## config.mk

```make
export PLATFORM = sky130hd
export DESIGN_NAME = linescan_seq
export DESIGN_NICKNAME = d
export VERILOG_FILES = /design/src/rtl/lsq_pkg.sv /design/src/rtl/lsq_width_timer.sv /design/src/rtl/lsq_req_latch.sv /design/src/rtl/lsq_sample_cap.sv /design/src/rtl/linescan_seq.sv
export SDC_FILE = /design/constraint.sdc
export NUM_CORES = 1
export LEC_CHECK = 0
export BUFFER_PORTS_ARGS = -buffer_cell sky130_fd_sc_hd__buf_2
export CORE_UTILIZATION = 25
export CTS_BUF_LIST = sky130_fd_sc_hd__clkbuf_8 sky130_fd_sc_hd__clkbuf_16
export CTS_CLUSTER_DIAMETER = 30
export DETAILED_ROUTE_END_ITERATION = 8
export GPL_TIMING_DRIVEN = 0
export PLACE_DENSITY = 0.49
export SETUP_SLACK_MARGIN = 0.05
export SYNTH_ARGS = -nofsm -noshare
export SYNTH_HDL_FRONTEND = slang
export SYNTH_SLANG_ARGS = --single-unit
```

## constraint.sdc

```tcl
create_clock -name clk -period 2.9 [get_ports clk]
set_input_delay 0.29 -clock clk [delete_from_list [all_inputs] [get_ports clk]]
set_output_delay 0.29 -clock clk [all_outputs]
set_load 0.02 [all_outputs]
```

## src/rtl/lsq_pkg.sv

```systemverilog
// Shared types for the linear sensor sequencer.
// Assumes: nothing beyond IEEE 1800-2017.
package lsq_pkg;

    typedef enum logic [3:0] {
        ST_IDLE,
        ST_SI_SET,
        ST_SI_HI,
        ST_SI_DROP,
        ST_WAIT,
        ST_STORE,
        ST_HIGH,
        ST_TAIL,
        ST_CLR_LO,
        ST_CLR_HI
    } seq_state_t;

    typedef enum logic {
        OP_FRAME,
        OP_CLEAR
    } op_kind_t;

    function automatic int unsigned max_u(int unsigned a, int unsigned b);
        return (a > b) ? a : b;
    endfunction

endpackage

```

## src/rtl/lsq_width_timer.sv

```systemverilog
// Counts cycles since the sensor clock last changed level.
// Reports when the high and low minimum widths are met.
// Assumes: restart is pulsed on the edge where the clock level changes.
module lsq_width_timer #(
    parameter int unsigned HI_CYC = 7,
    parameter int unsigned LO_CYC = 7
) (
    input  logic clk,
    input  logic rst_n,
    input  logic restart,
    output logic hi_ok,
    output logic lo_ok
);
    localparam int unsigned MAXW = lsq_pkg::max_u(HI_CYC, LO_CYC);
    localparam int unsigned CW   = $clog2(MAXW + 1);

    logic [CW-1:0] cnt;

    // Saturating count of cycles spent in the current level.
    always_ff @(posedge clk) begin
        if (!rst_n) begin
            cnt <= CW'(MAXW);
        end else if (restart) begin
            cnt <= CW'(1);
        end else if (cnt != CW'(MAXW)) begin
            cnt <= cnt + CW'(1);
        end
    end

    assign hi_ok = (cnt >= CW'(HI_CYC));
    assign lo_ok = (cnt >= CW'(LO_CYC));

    // a fresh level can never be reported as already wide enough.
    assert_restart_clears_R2: assert property (@(posedge clk) disable iff (!rst_n)
        restart |=> (cnt == CW'(1)));

endmodule

```

## src/rtl/lsq_req_latch.sv

```systemverilog
// Holds start and clear requests until the sequencer is idle.
// Clear has priority over start.
// Assumes: requests are single-cycle or level; repeats merge.
module lsq_req_latch (
    input  logic clk,
    input  logic rst_n,
    input  logic start_req,
    input  logic clear_req,
    input  logic idle,
    output logic go_frame,
    output logic go_clear
);
    logic pend_s, pend_c;
    logic eff_s, eff_c;

    assign eff_c    = pend_c | clear_req;
    assign eff_s    = pend_s | start_req;
    assign go_clear = idle & eff_c;
    assign go_frame = idle & ~eff_c & eff_s;

    // Keep each request kind pending until it is launched.
    always_ff @(posedge clk) begin
        if (!rst_n) begin
            pend_s <= 1'b0;
            pend_c <= 1'b0;
        end else begin
            pend_c <= eff_c & ~go_clear;
            pend_s <= eff_s & ~go_frame;
        end
    end

    // a start request seen while busy is remembered.
    assert_start_held_R9: assert property (@(posedge clk) disable iff (!rst_n)
        (!idle && start_req) |=> pend_s);

    // a clear request seen while busy is remembered.
    assert_clear_held_R9: assert property (@(posedge clk) disable iff (!rst_n)
        (!idle && clear_req) |=> pend_c);

    // never launch both operations at once.
    assert_one_launch_R9: assert property (@(posedge clk) disable iff (!rst_n)
        $onehot0({go_frame, go_clear}));

endmodule

```

## src/rtl/lsq_sample_cap.sv

```systemverilog
// Tracks the outstanding conversion and holds an early completion.
// Holds the result until the sequencer takes it.
// Assumes: at most one conversion is in flight at a time.
module lsq_sample_cap #(
    parameter int unsigned DATA_W = 8
) (
    input  logic              clk,
    input  logic              rst_n,
    input  logic              adc_start,
    input  logic              adc_done,
    input  logic [DATA_W-1:0] adc_data,
    input  logic              take,
    output logic              avail,
    output logic [DATA_W-1:0] data
);
    logic              outst;
    logic              seen;
    logic [DATA_W-1:0] hold;
    logic              acc_done;

    assign acc_done = adc_done & outst;
    assign avail    = seen | acc_done;
    assign data     = seen ? hold : adc_data;

    // Mark a conversion in flight from request to completion.
    always_ff @(posedge clk) begin
        if (!rst_n) begin
            outst <= 1'b0;
        end else if (adc_start) begin
            outst <= 1'b1;
        end else if (acc_done) begin
            outst <= 1'b0;
        end
    end

    // Park a completion that the sequencer cannot use yet.
    always_ff @(posedge clk) begin
        if (!rst_n) begin
            seen <= 1'b0;
            hold <= '0;
        end else if (take) begin
            seen <= 1'b0;
        end else if (acc_done) begin
            seen <= 1'b1;
            hold <= adc_data;
        end
    end

    // a completion with nothing in flight leaves no trace.
    assert_stray_done_R10: assert property (@(posedge clk) disable iff (!rst_n)
        (adc_done && !outst && !seen) |=> !seen);

endmodule

```

## src/rtl/linescan_seq.sv

```systemverilog
// Top of the linear sensor readout sequencer.
// Generates SI and the pixel clock, requests one conversion per pixel,
// and writes each result with its index. Also runs a sample-free clear.
// Assumes: the converter answers each adc_start with one adc_done pulse
// at least one cycle later; HI_CYC and LO_CYC are at least 1.
module linescan_seq #(
    parameter int unsigned PIX_W  = 11,
    parameter int unsigned DATA_W = 8,
    parameter int unsigned HI_CYC = 7,
    parameter int unsigned LO_CYC = 7
) (
    input  logic              clk,
    input  logic              rst_n,
    input  logic              start_req,
    input  logic              clear_req,
    input  logic [PIX_W-1:0]  pix_count,
    input  logic              adc_done,
    input  logic [DATA_W-1:0] adc_data,
    output logic              si,
    output logic              sens_clk,
    output logic              adc_start,
    output logic              pix_we,
    output logic [PIX_W-1:0]  pix_addr,
    output logic [DATA_W-1:0] pix_data,
    output logic              busy
);
    import lsq_pkg::*;

    localparam logic [PIX_W-1:0] ONE = PIX_W'(1);

    seq_state_t        state;
    op_kind_t          kind;
    logic [PIX_W-1:0]  last_idx, idx, rem, n_eff;
    logic              si_q, clk_q, adc_start_q, we_q;
    logic [PIX_W-1:0]  addr_q;
    logic [DATA_W-1:0] data_q;

    logic              idle, go_frame, go_clear, accept;
    logic              hi_ok, lo_ok, tmr_restart;
    logic              cap_avail;
    logic [DATA_W-1:0] cap_data;
    logic              si_rise, frm_rise, clr_rise, any_fall;

    assign idle   = (state == ST_IDLE);
    assign accept = go_frame | go_clear;
    assign n_eff  = (pix_count == '0) ? ONE : pix_count;

    // Edge decisions taken this cycle.
    always_comb begin
        si_rise  = (state == ST_SI_SET) && lo_ok;
        frm_rise = (state == ST_WAIT) && cap_avail && lo_ok;
        clr_rise = (state == ST_CLR_LO) && lo_ok && (rem != '0);
        any_fall = (state == ST_SI_DROP)
                || ((state == ST_HIGH) && hi_ok)
                || ((state == ST_CLR_HI) && hi_ok);
        tmr_restart = accept | si_rise | frm_rise | clr_rise | any_fall;
    end

    lsq_req_latch u_req (
        .clk       (clk),
        .rst_n     (rst_n),
        .start_req (start_req),
        .clear_req (clear_req),
        .idle      (idle),
        .go_frame  (go_frame),
        .go_clear  (go_clear)
    );

    lsq_width_timer #(
        .HI_CYC (HI_CYC),
        .LO_CYC (LO_CYC)
    ) u_tmr (
        .clk     (clk),
        .rst_n   (rst_n),
        .restart (tmr_restart),
        .hi_ok   (hi_ok),
        .lo_ok   (lo_ok)
    );

    lsq_sample_cap #(
        .DATA_W (DATA_W)
    ) u_cap (
        .clk       (clk),
        .rst_n     (rst_n),
        .adc_start (adc_start_q),
        .adc_done  (adc_done),
        .adc_data  (adc_data),
        .take      (frm_rise),
        .avail     (cap_avail),
        .data      (cap_data)
    );

    // Sequencer: SI pulse, then per-pixel rise/store/fall or clear clocking.
    always_ff @(posedge clk) begin
        if (!rst_n) begin
            state       <= ST_IDLE;
            kind        <= OP_FRAME;
            last_idx    <= '0;
            idx         <= '0;
            rem         <= '0;
            si_q        <= 1'b0;
            clk_q       <= 1'b0;
            adc_start_q <= 1'b0;
            we_q        <= 1'b0;
            addr_q      <= '0;
            data_q      <= '0;
        end else begin
            adc_start_q <= 1'b0;
            we_q        <= 1'b0;
            case (state)
                ST_IDLE: begin
                    if (accept) begin
                        si_q     <= 1'b1;
                        kind     <= go_clear ? OP_CLEAR : OP_FRAME;
                        last_idx <= n_eff - ONE;
                        rem      <= n_eff;
                        idx      <= '0;
                        state    <= ST_SI_SET;
                    end
                end
                ST_SI_SET: begin
                    if (si_rise) begin
                        clk_q <= 1'b1;
                        state <= ST_SI_HI;
                    end
                end
                ST_SI_HI: begin
                    if (hi_ok) begin
                        si_q  <= 1'b0;
                        state <= ST_SI_DROP;
                    end
                end
                ST_SI_DROP: begin
                    clk_q <= 1'b0;
                    if (kind == OP_FRAME) begin
                        adc_start_q <= 1'b1;
                        state       <= ST_WAIT;
                    end else begin
                        state <= ST_CLR_LO;
                    end
                end
                ST_WAIT: begin
                    if (frm_rise) begin
                        clk_q       <= 1'b1;
                        data_q      <= cap_data;
                        addr_q      <= idx;
                        adc_start_q <= (idx != last_idx);
                        state       <= ST_STORE;
                    end
                end
                ST_STORE: begin
                    we_q  <= 1'b1;
                    state <= ST_HIGH;
                end
                ST_HIGH: begin
                    if (hi_ok) begin
                        clk_q <= 1'b0;
                        if (idx == last_idx) begin
                            state <= ST_TAIL;
                        end else begin
                            idx   <= idx + ONE;
                            state <= ST_WAIT;
                        end
                    end
                end
                ST_TAIL: begin
                    if (lo_ok) begin
                        state <= ST_IDLE;
                    end
                end
                ST_CLR_LO: begin
                    if (lo_ok) begin
                        if (rem == '0) begin
                            state <= ST_IDLE;
                        end else begin
                            clk_q <= 1'b1;
                            state <= ST_CLR_HI;
                        end
                    end
                end
                ST_CLR_HI: begin
                    if (hi_ok) begin
                        clk_q <= 1'b0;
                        rem   <= rem - ONE;
                        state <= ST_CLR_LO;
                    end
                end
                default: state <= ST_IDLE;
            endcase
        end
    end

    assign si        = si_q;
    assign sens_clk  = clk_q;
    assign adc_start = adc_start_q;
    assign pix_we    = we_q;
    assign pix_addr  = addr_q;
    assign pix_data  = data_q;
    assign busy      = ~idle;

    // SI only drops while the clock is high.
    assert_si_order_R1: assert property (@(posedge clk) disable iff (!rst_n)
        $fell(si_q) |-> clk_q);

    // a rising edge only after the low width was met.
    assert_low_width_R2: assert property (@(posedge clk) disable iff (!rst_n)
        $rose(clk_q) |-> $past(lo_ok));

    // a falling edge only after the high width was met.
    assert_high_width_R2: assert property (@(posedge clk) disable iff (!rst_n)
        $fell(clk_q) |-> $past(hi_ok));

    // the store strobe sits inside a high phase, after the rise.
    assert_store_in_high_R5: assert property (@(posedge clk) disable iff (!rst_n)
        we_q |-> (clk_q && $past(clk_q)));

    // clear mode never requests conversions or writes.
    assert_clear_silent_R7: assert property (@(posedge clk) disable iff (!rst_n)
        (kind == OP_CLEAR && !idle) |-> (!adc_start_q && !we_q));

    // outside an operation the sensor lines rest low.
    assert_idle_quiet_R8: assert property (@(posedge clk) disable iff (!rst_n)
        idle |-> (!clk_q && !si_q));

endmodule

```

==> impl_metrics.env <==
export IMPL_avgViaCountPerCell=4.94
export IMPL_ctsHtreeMaxLevel=3
export IMPL_post_synth_mux_area_share_pct=4.88
export IMPL_wire_per_inst_um=14.5
export IMPL_maxClockFrequency_mhz=425
export IMPL_cts_repair_timing_setup_buffer_count=0
export IMPL_site_row_count=45
export IMPL_peak_fanout_along_the_critical_path=10
export IMPL_via_count_of_the_first_global_routing_pass=3517
export IMPL_pre_cts_ws_ns=0.558
export IMPL_maximum_number_of_pins_on_one_net_before_global_route_repair=15
export IMPL_syn_nets=489
export IMPL_primary_ff_master_synth="sky130_fd_sc_hd__dfxtp_1"
export IMPL_synthArstFlopShare_pct=0
export IMPL_mappedNetlistArea_mm2=0.00390
export IMPL_leakage_nw=1.96
export IMPL_placeableCoreArea_mm2=0.0152
export IMPL_final_max_slew_violation_count=0
export IMPL_floorplan_die_height_um=127
export IMPL_synth_top_family_by_area="simple AND/OR/NAND/NOR gates"
export IMPL_post_route_cells_drive_above_1_share_pct=16.5
export IMPL_place_hpwl_mm=7.78
export IMPL_synth_seq_cells=76
export IMPL_globalRouteOverflowTotal=0
export IMPL_worstHoldPathType="in -> reg"
export IMPL_grt_antenna_before_repair=0
export IMPL_synth_compound_area_share_pct=21.5
export IMPL_start_util_pct=25.7
export IMPL_max_clock_path_buffers=2
export IMPL_number_of_clock_buffers_inserted_by_tritoncts=9
export IMPL_synthesis_area_per_instance_um2=8.50
export IMPL_critPathBufInv=1
export IMPL_finish_net_count=547
export IMPL_post_route_clock_period_utilization_pct=81.2
export IMPL_drt_iter0_markers=158
export IMPL_setup_tns_ns=0
export IMPL_finalWirelength_mm=10.3
export IMPL_worstPathArrival_ns=2.58
export IMPL_proportion_of_synthesized_chip_area_in_sequential_cells_pct=39.0
export IMPL_detail_route_first_pass_iterations=4
export IMPL_critical_path_max_stage_delay_ns=0.68
export IMPL_p_total_mw=3.92
export IMPL_route_vias_total=3508
export IMPL_yosys_area_share_simple_pct=23.7
export IMPL_post_dp_cell_area_mm2=0.00437
export IMPL_cts_tree="built"
export IMPL_maxCapViolCount=0
export IMPL_rsz_0062_raised_after_global_routing="no"
export IMPL_syn_to_final_growth_pct=20.4
export IMPL_worst_setup_path_end_kind="flip-flop"
export IMPL_worst_pin_slew_ns=0.850
export IMPL_outcome="finished clean"
export IMPL_setup_violations_final=0
export IMPL_synth_distinct_cells=59
export IMPL_synth_edf_count=0
export IMPL_cts_hold_repair_buffers=0
export IMPL_yosys_area_top_type="sky130_fd_sc_hd__dfxtp_1"
export IMPL_track_usage_pct=13.9
export IMPL_gp_routability_congestion=0.844
export IMPL_grt_pass1_wl_mm=17.9
export IMPL_detail_route_antenna_nets=0
export IMPL_die_area_mm2=0.0161
export IMPL_buffer_ports_inserted=47
export IMPL_timing_critical_path_slowest_stage_cell="sky130_fd_sc_hd__a21oi_1"
export IMPL_crit_path_frequent_cell="sky130_fd_sc_hd__ha_1"
export IMPL_adder_cell_area_share_of_the_yosys_netlist_pct=1.92
export IMPL_final_hold_worst_slack_ns=0.236
export IMPL_path_cells="ha_1, ha_1, clkbuf_1, a31o_2, a21oi_1, o21ai_0, and3_1"
export IMPL_slew_headroom_pct=43.3
export IMPL_total_instance_count_after_detailed_placement=694
export IMPL_synth_instances=459
export IMPL_clk_root_buffer_cell="sky130_fd_sc_hd__clkbuf_16"
export IMPL_path_clk_slew_ns=0.06
export IMPL_synth_xor_xnor_area_share_pct=5.17
export IMPL_fin_area_mm2=0.00469
export IMPL_io_pin_count=48
export IMPL_final_util_pct=30.9
export IMPL_timing_clock_skew_ns=0.0112
export IMPL_antennaDiodeCount=0
export IMPL_power_density_mw_per_mm2=835
export IMPL_finalNonFillerCells=710
export IMPL_die_width_um=127
export IMPL_cp_required_ns=3.12
export IMPL_synthesis_yosys_warnings=0
export IMPL_tritoncts_num_sinks=76
export IMPL_drc_violation_count_after_routing=0
export IMPL_worst_slack_ns=0.545
export IMPL_finalHoldViolations=0
export IMPL_path_class="reg -> reg"
export IMPL_cp_top_family="compound AO/OA/AOI/OAI gates"
export IMPL_period_minus_slack_ns=2.35
export IMPL_worst_ir_drop_vdd_mv=0.330
export IMPL_clock_latency_ns=0.34
export IMPL_cts_resized=0
export IMPL_synth_top_cells_by_area="sky130_fd_sc_hd__dfxtp_1, sky130_fd_sc_hd__nand2_1, sky130_fd_sc_hd__mux2i_1, sky130_fd_sc_hd__o21ai_0, sky130_fd_sc_hd__o211a_1"
export IMPL_synth_top_area_share_pct=39.0
export IMPL_timing_critical_path_from_type="flip-flop"
[worst register-to-register path, stage by stage (launching register included)]
cell	delay [ns]
sky130_fd_sc_hd__dfxtp_1	0.34
sky130_fd_sc_hd__ha_1	0.21
sky130_fd_sc_hd__ha_1	0.17
sky130_fd_sc_hd__clkbuf_1	0.16
sky130_fd_sc_hd__a31o_2	0.31
sky130_fd_sc_hd__a21oi_1	0.68
sky130_fd_sc_hd__o21ai_0	0.19
sky130_fd_sc_hd__and3_1	0.19
[worst paths after layout]
path	startpoint	to	slack, ns	cells past startpoint
worst max-delay path	u_tmr.cnt[0]	rem[10]	0.55	7
worst min-delay path	adc_data[6]	u_cap.hold[6]	0.24	3
worst max register to register	u_tmr.cnt[0]	rem[10]	0.55	7
worst min register to register	pix_addr[6]	pix_addr[6]	0.46	2
[where the power goes]
| part | internal, mW | switching (mW) | leakage (nW) | total, mW |
|---|---|---|---|---|
| Clock | 0.759 | 0.456 | 0.156 | 1.22 |
| Combinational | 0.496 | 0.840 | 1.19 | 1.34 |
| Sequential | 1.22 | 0.146 | 0.620 | 1.37 |
| Total | 2.48 | 1.44 | 1.96 | 3.92 |
[cell usage after synthesis, types with 3 or more instances]
cell type,count
sky130_fd_sc_hd__a21boi_0,14
sky130_fd_sc_hd__a21o_1,4
sky130_fd_sc_hd__a21oi_1,25
sky130_fd_sc_hd__a31oi_1,4
sky130_fd_sc_hd__a41oi_1,3
sky130_fd_sc_hd__and2_1,5
sky130_fd_sc_hd__and3_1,8
sky130_fd_sc_hd__and4_1,3
sky130_fd_sc_hd__buf_2,8
sky130_fd_sc_hd__clkbuf_1,17
sky130_fd_sc_hd__dfxtp_1,76
sky130_fd_sc_hd__ha_1,6
sky130_fd_sc_hd__inv_1,5
sky130_fd_sc_hd__mux2i_1,19
sky130_fd_sc_hd__nand2_1,63
sky130_fd_sc_hd__nand2b_1,4
sky130_fd_sc_hd__nand3_1,15
sky130_fd_sc_hd__nand4_1,5
sky130_fd_sc_hd__nor2_1,24
sky130_fd_sc_hd__nor2b_1,16
sky130_fd_sc_hd__nor3_1,6
sky130_fd_sc_hd__nor3b_1,3
sky130_fd_sc_hd__nor4_1,5
sky130_fd_sc_hd__o211a_1,16
sky130_fd_sc_hd__o21a_1,3
sky130_fd_sc_hd__o21ai_0,33
sky130_fd_sc_hd__o31ai_1,3
sky130_fd_sc_hd__or3_1,7
sky130_fd_sc_hd__or4_1,4
sky130_fd_sc_hd__xnor2_1,5
sky130_fd_sc_hd__xor2_1,18
[registers in the layout, indices dropped and copies added (netlist names), 3 cells and up]
register / count
idx: 11
last_idx: 11
pix_addr: 11
rem: 11
pix_data: 8
u_cap.hold: 8
state: 4
u_tmr.cnt: 3
[layout make-up]
type,count,area [um2]
Timing Repair Buffer,47,235
Sequential cell,76,1520
Clock buffer,9,225
Clock inverter,7,98.8
Inverter,6,22.5
Buffer,28,128
Tap cell,188,235
Fill cell,1653,10500
Multi-Input combinational cell,349,2230
[kinds of logic (layout without fill, tap and decap cells)]
group,after synthesis,in the layout
flip-flops,76,76
AO/OA/AOI/OAI,123,123
multiplexers,19,19
AND/OR/NAND/NOR,178,178
buffers and inverters,34,97
adder cells (fa/ha/maj),6,6
XOR/XNOR,23,23
[routing by layer]
layer	GRT usage [%]	part of all wire [%]	vias up
met3	2.78	3.7	14
met2	20.9	43	77
li1	-	-	1766
met1	19.6	51	1651
met4	5.04	1.7	0
met5	0	0	-
[cells in the final DEF, fill, tap and decap left out, drive strengths merged, types with 4 or more instances in the layout]
cell and instances:
dfxtp 76, nand2 63, buf 57, o21ai 34, a21oi 27, clkbuf 27, nor2 26, mux2i 19
xor2 18, nor2b 16, o211a 16, nand3 15, a21boi 15, and3 8, inv 8, or3 7
nor4 7, nor3 6, ha 6, and2 5, xnor2 5, nand4 5, a21o 4, a31oi 4
nand2b 4, or4 4
(Power assumes the default switching activity.)
